==> config.mk <==
export PLATFORM = sky130hd
export DESIGN_NAME = phx_pulse_height
export DESIGN_NICKNAME = d
export VERILOG_FILES = /design/src/rtl/phx_pkg.sv /design/src/rtl/phx_delay_line.sv /design/src/rtl/phx_running_sum.sv /design/src/rtl/phx_slope_tracker.sv /design/src/rtl/phx_pulse_height.sv
export SDC_FILE = /design/constraint.sdc
export NUM_CORES = 1
export LEC_CHECK = 0
export BUFFER_PORTS_ARGS = -buffer_cell sky130_fd_sc_hd__buf_2
export CORE_UTILIZATION = 60
export DETAILED_ROUTE_END_ITERATION = 12
export GPL_TIMING_DRIVEN = 0
export PLACE_DENSITY = 0.82
export SYNTH_ARGS = -nofsm -noshare
export SYNTH_HDL_FRONTEND = slang
export SYNTH_SLANG_ARGS = --single-unit
==> constraint.sdc <==
create_clock -name clk -period 11.3 [get_ports clk]
set_input_delay 0.565 -clock clk [delete_from_list [all_inputs] [get_ports clk]]
set_output_delay 0.565 -clock clk [all_outputs]
set_load 0.01 [all_outputs]
==> src/rtl/phx_pkg.sv <==
// Package: shared types of the pulse-height extractor.
// Assumes nothing beyond SystemVerilog 2017.
package phx_pkg;

    // Slope state of the shaped signal; FLAT only before the first change.
    typedef enum logic [1:0] {
        SLOPE_FLAT = 2'd0,
        SLOPE_UP   = 2'd1,
        SLOPE_DOWN = 2'd2
    } slope_e;

endpackage

==> src/rtl/phx_delay_line.sv <==
// Circular delay buffer. dout presents the entry written DEPTH enables ago
// (zero after reset); on en the new value overwrites it and the pointer moves.
// Assumes DEPTH >= 1.
module phx_delay_line #(
    parameter int W     = 16,
    parameter int DEPTH = 10
) (
    input  logic                clk,
    input  logic                rst_n,
    input  logic                en,
    input  logic signed [W-1:0] din,
    output logic signed [W-1:0] dout
);
    localparam int PTR_W = (DEPTH > 1) ? $clog2(DEPTH) : 1;
    localparam logic [PTR_W-1:0] LAST = PTR_W'(DEPTH - 1);

    logic signed [W-1:0] mem [DEPTH];
    logic [PTR_W-1:0]    ptr;

    // Oldest entry, read before it is overwritten.
    assign dout = mem[ptr];

    // Write the incoming value and advance the wrapping pointer.
    always_ff @(posedge clk) begin
        if (!rst_n) begin
            ptr <= '0;
            for (int i = 0; i < DEPTH; i++) mem[i] <= '0;
        end else if (en) begin
            mem[ptr] <= din;
            ptr      <= (ptr == LAST) ? '0 : ptr + 1'b1;
        end
    end

endmodule

==> src/rtl/phx_running_sum.sv <==
// Running sum over the last WIN inputs. sum_nxt is the sum including the
// present input, valid combinationally while en is high.
// Assumes SUM_W >= IN_W + clog2(WIN), so the sum cannot overflow.
module phx_running_sum #(
    parameter int IN_W  = 16,
    parameter int SUM_W = 20,
    parameter int WIN   = 10
) (
    input  logic                    clk,
    input  logic                    rst_n,
    input  logic                    en,
    input  logic signed [IN_W-1:0]  din,
    output logic signed [SUM_W-1:0] sum_nxt
);
    logic signed [IN_W-1:0]  leaving;
    logic signed [SUM_W-1:0] sum_q;

    phx_delay_line #(.W(IN_W), .DEPTH(WIN)) win_i (
        .clk  (clk),
        .rst_n(rst_n),
        .en   (en),
        .din  (din),
        .dout (leaving)
    );

    // Add the arriving value, drop the one leaving the window.
    assign sum_nxt = sum_q + SUM_W'(din) - SUM_W'(leaving);

    // Hold the sum between accepted samples.
    always_ff @(posedge clk) begin
        if (!rst_n)  sum_q <= '0;
        else if (en) sum_q <= sum_nxt;
    end

endmodule

==> src/rtl/phx_slope_tracker.sv <==
// Follows the slope of the shaped signal, captures valleys at down-to-up
// turns and reports peak minus valley at up-to-down turns, registered.
// Assumes AMP_W >= SHP_W + 1.
module phx_slope_tracker
    import phx_pkg::*;
#(
    parameter int SHP_W = 21,
    parameter int AMP_W = 22
) (
    input  logic                    clk,
    input  logic                    rst_n,
    input  logic                    en,
    input  logic signed [SHP_W-1:0] shaped,
    output logic                    amp_valid,
    output logic signed [AMP_W-1:0] amp
);
    slope_e                  dir_q;
    logic signed [SHP_W-1:0] last_q;
    logic signed [SHP_W-1:0] valley_q;
    logic                    rising, falling, peak_hit;
    logic signed [AMP_W-1:0] amp_nxt;

    // Compare with the previous shaped value and form the amplitude.
    always_comb begin
        rising   = shaped > last_q;
        falling  = shaped < last_q;
        peak_hit = falling && (dir_q == SLOPE_UP);
        amp_nxt  = peak_hit ? (AMP_W'(last_q) - AMP_W'(valley_q)) : '0;
    end

    // Update slope, valley and history; emit one result per sample.
    always_ff @(posedge clk) begin
        if (!rst_n) begin
            dir_q     <= SLOPE_FLAT;
            last_q    <= '0;
            valley_q  <= '0;
            amp_valid <= 1'b0;
            amp       <= '0;
        end else if (en) begin
            amp_valid <= 1'b1;
            amp       <= amp_nxt;
            last_q    <= shaped;
            if (rising) begin
                if (dir_q == SLOPE_DOWN) valley_q <= last_q;
                dir_q <= SLOPE_UP;
            end else if (falling) begin
                dir_q <= SLOPE_DOWN;
            end
        end else begin
            amp_valid <= 1'b0;
            amp       <= '0;
        end
    end

endmodule

==> src/rtl/phx_pulse_height.sv <==
// Top: scales samples, delays them, keeps a current and a delayed running
// sum, forms their difference and extracts pulse amplitudes from it.
// Assumes one sample per in_valid cycle; result appears one cycle later.
module phx_pulse_height #(
    parameter int SAMPLE_W = 32,
    parameter int SHIFT    = 16,
    parameter int DLY      = 10,
    parameter int WIN      = 10
) (
    input  logic                                         clk,
    input  logic                                         rst_n,
    input  logic                                         in_valid,
    input  logic [SAMPLE_W-1:0]                          in_sample,
    output logic                                         amp_valid,
    output logic signed [SAMPLE_W-SHIFT+$clog2(WIN)+1:0] amp
);
    localparam int VAL_W = SAMPLE_W - SHIFT;
    localparam int SUM_W = VAL_W + $clog2(WIN);
    localparam int SHP_W = SUM_W + 1;
    localparam int AMP_W = SHP_W + 1;

    // Arithmetic shift of the full word, kept to the value width.
    function automatic logic signed [VAL_W-1:0] scale(input logic [SAMPLE_W-1:0] s);
        logic signed [SAMPLE_W-1:0] t;
        t = $signed(s) >>> SHIFT;
        return t[VAL_W-1:0];
    endfunction

    logic signed [VAL_W-1:0] scaled, delayed;
    logic signed [VAL_W-1:0] feed [2];
    logic signed [SUM_W-1:0] sums [2];
    logic signed [SHP_W-1:0] shaped;

    assign scaled  = scale(in_sample);
    assign feed[0] = scaled;
    assign feed[1] = delayed;

    phx_delay_line #(.W(VAL_W), .DEPTH(DLY)) dly_i (
        .clk  (clk),
        .rst_n(rst_n),
        .en   (in_valid),
        .din  (scaled),
        .dout (delayed)
    );

    // Index 0 sums current samples, index 1 sums delayed samples.
    for (genvar g = 0; g < 2; g++) begin : g_sum
        phx_running_sum #(.IN_W(VAL_W), .SUM_W(SUM_W), .WIN(WIN)) sum_i (
            .clk    (clk),
            .rst_n  (rst_n),
            .en     (in_valid),
            .din    (feed[g]),
            .sum_nxt(sums[g])
        );
    end

    assign shaped = SHP_W'(sums[0]) - SHP_W'(sums[1]);

    phx_slope_tracker #(.SHP_W(SHP_W), .AMP_W(AMP_W)) trk_i (
        .clk      (clk),
        .rst_n    (rst_n),
        .en       (in_valid),
        .shaped   (shaped),
        .amp_valid(amp_valid),
        .amp      (amp)
    );

endmodule

### After elaboration in Yosys (flattened, before gate mapping)

Memory sizes are Yosys's and may differ from the RTL's. A register that Yosys moved wholly into a read port is not among the register bits.
Cells that the tools add are included.

* $add $sub $neg: 9
* reduce and logical (&&, ||, !) cells: 8
* magnitude comparators: 2
* mux-type cells: 24
* equality and inequality tests: 5

Operators with widths (number)
* $mux 16: 3
* $mux 4: 12
* $reduce_or 16->1: 3
* $add 20x16->20: 2
* $sub 20x16->20: 2
* $sub 21x21->22: 1
* $gt 21x21->1: 1
* $lt 21x21->1: 1
* $sub 20x20->21: 1
* $add 4x1->4 const B: 3
* $eq 4x4->1 const B: 3
* $mux 1: 7
* $reduce_and 3->1: 2
* $mux 2: 2
* $eq 2x1->1 const B: 1
* $eq 2x2->1 const B: 1
* $reduce_and 2->1: 1
* $reduce_bool 2->1: 1
* $logic_and 1x1->1: 1

* bits in registers: 119
* logic and storage cells: 61
* bits of input ports: 35
* memories: 3
* output and inout port bits: 23
* bits in writable memories: 480

Memory list
* dly_i.mem: depth 10, bits a word 16, read ports 1, clocked after memory_dff 1, wr ports 10, line phx_delay_line.sv:17 `logic signed [W-1:0] mem [DEPTH];`
* g_sum[0].sum_i.win_i.mem: depth 10, bits a word 16, read ports 1, clocked after memory_dff 1, wr ports 10, line phx_delay_line.sv:17
* g_sum[1].sum_i.win_i.mem: depth 10, bits a word 16, read ports 1, clocked after memory_dff 1, wr ports 10, line phx_delay_line.sv:17

### Depth between registers and ports, before layout

* depth after elaboration: 6
* depth in mapped cells: 33
* depth with buffers taken out: 30

### Modules after synthesis

From an unflattened synthesis, not the netlist that was laid out.

* cell total of the unflattened synthesis: 3180
* area, all modules: 42695.9 sq um

Modules (own cells, without submodules)
* phx_delay_line: sequential area each 7847.5 sq um, cells each 648, area each 10882.9 sq um, instances 3
* phx_running_sum: sequential area each 400.4 sq um, cells each 316, area each 2549.9 sq um, instances 2
* phx_slope_tracker: sequential area each 1341.3 sq um, cells each 439, area each 3824.9 sq um, instances 1
* phx_pulse_height: sequential area each 0.0 sq um, cells each 165, area each 1122.3 sq um, instances 1

### Worst setup path before layout

No wires, ideal clock.

* path type: reg-to-reg
* start point: register (tool-made name)
* end point: register trk_i.valley_q[0]
* setup time: 128 ps
* slack: 3337 ps
* buffers on the path: 4
* clock period less this slack: 7963 ps
* arrival time: 7835 ps
* required time: 11172 ps
* cell stages (with the launch flop): 31
* path through: dfxtp_1 > clkbuf_1 > buf_1 > mux4_2 > mux4_2 > ha_1 > inv_1 > ha_1 > fa_1 > a21o_1 > a21boi_0 > o21ai_0 > a211oi_1 > nor2_1 > xnor2_1 > ha_1 > clkbuf_1 > and4_1 > a22oi_1 > a2111oi_0 > nor2_1 > xnor2_1 > ha_1 > nand4_1 > nor4_1 > o211ai_1 > and2_1 > a311oi_2 > buf_4 > mux2i_1 > nor2_1

RTL lines
* end signal: assignment: line phx_slope_tracker.sv:44 `if (dir_q == SLOPE_DOWN) valley_q <= last_q;`
* end: declaration: line phx_slope_tracker.sv:19 `logic signed [SHP_W-1:0] valley_q;`

==> metrics.md <==
| Metric | Value |
|---|---|
| Critical Path Start Type | `register` |
| Clk pwr share | `22.6%` |
| Hold_buf cts | `0` |
| Post_cts resized | `0` |
| Slew of the pin with the lowest slew margin | `1.280 ns` |
| Worst path max stage delay | `0.83 ns` |
| Comb power frac | `48.0%` |
| Flop pwr share | `29.4%` |
| Pint | `8.166 mW` |
| Die area | `69980 sq um` |
| Core Util, Final | `67.86%` |
| Final min period | `10.51 ns` |
| Synth top area share | `55.77%` |
| Die H | `264.5 um` |
| Syn Std Cell Area | `41350 sq um` |
| DP Area | `42980 sq um` |
| Vias in the first global route | `26550` |
| CTS tree | `yes` |
| Clock root buffer | `clkbuf_16` |
| Max Cap Viol | `0` |
| Gpl congestion | `0.9222` |
| Fin area | `45900 sq um` |
| EDFF count, synth | `768` |
| Total power | `13.22 mW` |
| Max-slew headroom | `13.88%` |
| CTS Sinks | `899` |
| # IOs | `58` |
| Total negative slack | `0 ns` |
| Most common cell in the synthesized netlist | `edfxtp_1` |
| Gr ovfl total | `0` |
| Total Routed Length | `109900 um` |
| Part of the Yosys area used for sequential elements | `62.11%` |
| DP Worst Slack | `1.024 ns` |
| First-pass GRT wire length | `163900 um` |
| Post-CTS Setup Inserts | `0` |
| Largest net degree at the start of global routing | `17` |
| Drt via density | `6.587` |
| Clock-pin slew on the worst setup and hold paths | `0.06 ns` |
| Hold Path Depth | `2` |
| Hold path startpoint | `in_sample[18]` |
| Yosys reg bits | `899` |
| Starting Density | `61.15%` |
| Synth async-reset ratio | `0%` |
| Net Count, Synth | `3086` |
| P&R area growth vs syn | `10.98%` |
| Initial DRT Pass Iterations | `6` |
| Commonest cells in the netlist | `edfxtp_1 (768), nor2_1 (522), mux4_2 (239), inv_1 (219), dfxtp_1 (131)` |
| YS warnings | `0` |
| # port buffers | `39` |
| Switching component of the power | `5.056 mW` |
| Sw Share | `38.24%` |
| Pwr dens | `288.1 nW/um^2` |
| Worst EP required | `11.80 ns` |
| Final slew viol count | `0` |
| Site Rows | `95` |
| RSZ-0062 raised after global routing | `false` |
| Hold Fails Final Rpt | `0` |
| Post-synth top area cell | `edfxtp_1` |
| # H-tree levels | `3` |
| Count of cell types in the netlist | `72` |
| R2R setup slack | `0.79 ns` |
| Synth area leaders | `edfxtp_1 (56%), mux4_2 (13%), dfxtp_1 (6.3%)` |
| CP max-delay cell | `buf_1` |
| Global Route Usage Sum | `31.99%` |
| Clock Latency Late Sink | `0.67 ns` |
| Post-route ant nets | `0` |
| CP endpoint kind | `register` |
| Max IR drop VDD | `0.3647 mV` |
| Final worst slack | `0.7911 ns` |
| Post-route DRC | `0` |
| Fin Clk Skew | `0.03442 ns` |
| Post-synth top flop | `edfxtp_1` |
| Hold/Removal Path Class | `in2reg` |
| Initial drt markers | `3482` |
| Antenna violations before repair | `5` |
| Max frequency | `0.09516 GHz` |
| Die X | `264.5 um` |
| Setup-failing EPs final | `0` |
| Nets@finish | `3235` |
| Critical path arrival | `11.01 ns` |
| Syn Inst Count | `2907` |
| Leakage | `16.37 nW` |
| Ratio of cells with drive above 1 in the final layout | `15.37%` |
| R2R cell count | `32` |
| # diodes | `0` |
| Core area | `67630 sq um` |
| Bufs on Longest Clock Path | `3` |
| Num CTS Buffers | `88` |
| Outcome | `complete, no violations` |
| Critical path fanouts, max | `10` |
| Drt wl/cell | `27.46 um` |
| Avg Synthesized Cell Area | `14.23 sq um` |
| Hold Path End | `g_sum[0].sum_i.win_i.mem[8][2]` |
| Setup CP Type | `reg2reg` |
| Vias | `26360` |
| R2r endpoint | `trk_i.amp[2]` |
| Hpwl dp | `74550 um` |
| Tcrit/Tclk final | `93.00%` |
==> logic make-up (layout without fill, tap and decap cells) <==
logic type	count (synthesis)	in the layout	share of synthesized area, %
AOI/OAI and AO/OA	253	253	4.069
and+or+nand+nor	862	862	9.131
xor gates and xnor gates	71	71	1.504
adders and majority gates	144	144	5.083
muxes	308	308	14.70
DFF	899	899	62.11
buffers and inverters	370	592	3.404
==> worst max path at each step <==
stage / start / endpoint / slack (ns) / cells after the start
3_3_place_gp: register / trk_i.valley_q[0] / 1.28 / 32
2_1_floorplan: register / trk_i.valley_q[0] / 3.34 / 30
5_1_grt: register / trk_i.valley_q[1] / 0.23 / 32
6_report: register / trk_i.amp[2] / 0.79 / 32
3_5_place_dp: register / trk_i.valley_q[1] / 1.02 / 32
4_1_cts: register / trk_i.valley_q[1] / 0.91 / 32
==> placed cells by master, fill, tap and decap left out, types with 25 or more instances in the layout <==
cell type | synthesis | layout
fa_1 | 40 | 40
nor2_1 | 522 | 511
mux2i_1 | 64 | 64
ha_1 | 104 | 104
edfxtp_1 | 768 | 768
nand2_1 | 124 | 124
xnor2_1 | 42 | 42
dfxtp_1 | 131 | 131
xor2_1 | 29 | 29
nor4_1 | 29 | 27
and2_1 | 57 | 57
buf_2 | 9 | 48
mux4_2 | 239 | 239
o21ai_0 | 41 | 39
clkbuf_1 | 114 | 125
clkinv_1 | 1 | 25
a21oi_1 | 68 | 68
a21o_1 | 30 | 30
inv_1 | 219 | 219
clkbuf_16 | 0 | 90
==> flip-flops by register name, indices dropped and copies added (netlist names), named ones only <==
signal	cells
g_sum.sum_i.sum_q	40
trk_i.last_q	21
trk_i.valley_q	21
trk_i.amp_valid	1
dly_i.ptr	4
dly_i.mem	256
g_sum.sum_i.win_i.ptr	8
g_sum.sum_i.win_i.mem	512
trk_i.dir_q	2
trk_i.amp	22
==> area by class of cell <==
| cell class | instances | area, sq um |
|---|---|---|
| well taps | 873 | 1092 |
| clock inverters | 60 | 591.8 |
| repair buffers | 59 | 445.4 |
| clock buffers | 103 | 2321 |
| fillers | 4260 | 21740 |
| flip-flops and latches | 899 | 25680 |
| plain buffers | 149 | 578.1 |
| inverters | 221 | 829.5 |
| multi-input cells | 1638 | 14350 |
==> per-stage QoR <==
stage,std cells,hold WS [ns]
4_1_cts,4002,0.2423
5_1_grt,4002,0.2455
3_5_place_dp,3839,0.4724
3_3_place_gp,3819,0.4583
6_report,4002,0.2727
2_1_floorplan,2907,0.4453
==> power by group through the flow <==
stage	Sequential [mW]	Combinational, mW	Clock, mW
floorplan	3.93	4.80	0
global placement	3.94	5.98	0
detailed placement	3.95	6.19	0
CTS	3.89	6.27	2.98
global route	3.91	7.01	3.11
finish	3.89	6.35	2.98
==> metal layers <==
layer  wire, um  GRT usage (%)
met1      38530          41.69
met2      53110          51.37
met3      12350          6.725
met4       5860          16.17
met5         46              0
==> worst max-delay path, delay by kind of cell (launching register included) <==
kind | cells | cell delay, ns
AND/OR/NAND/NOR | 8 | 1.67
flip-flops | 1 | 0.32
buffers and inverters | 4 | 1.96
multiplexers | 2 | 1.26
XOR/XNOR | 2 | 0.35
adder cells (fa/ha/maj) | 5 | 1.67
AO/OA/AOI/OAI | 11 | 3.11
(Power assumes the default switching activity.)
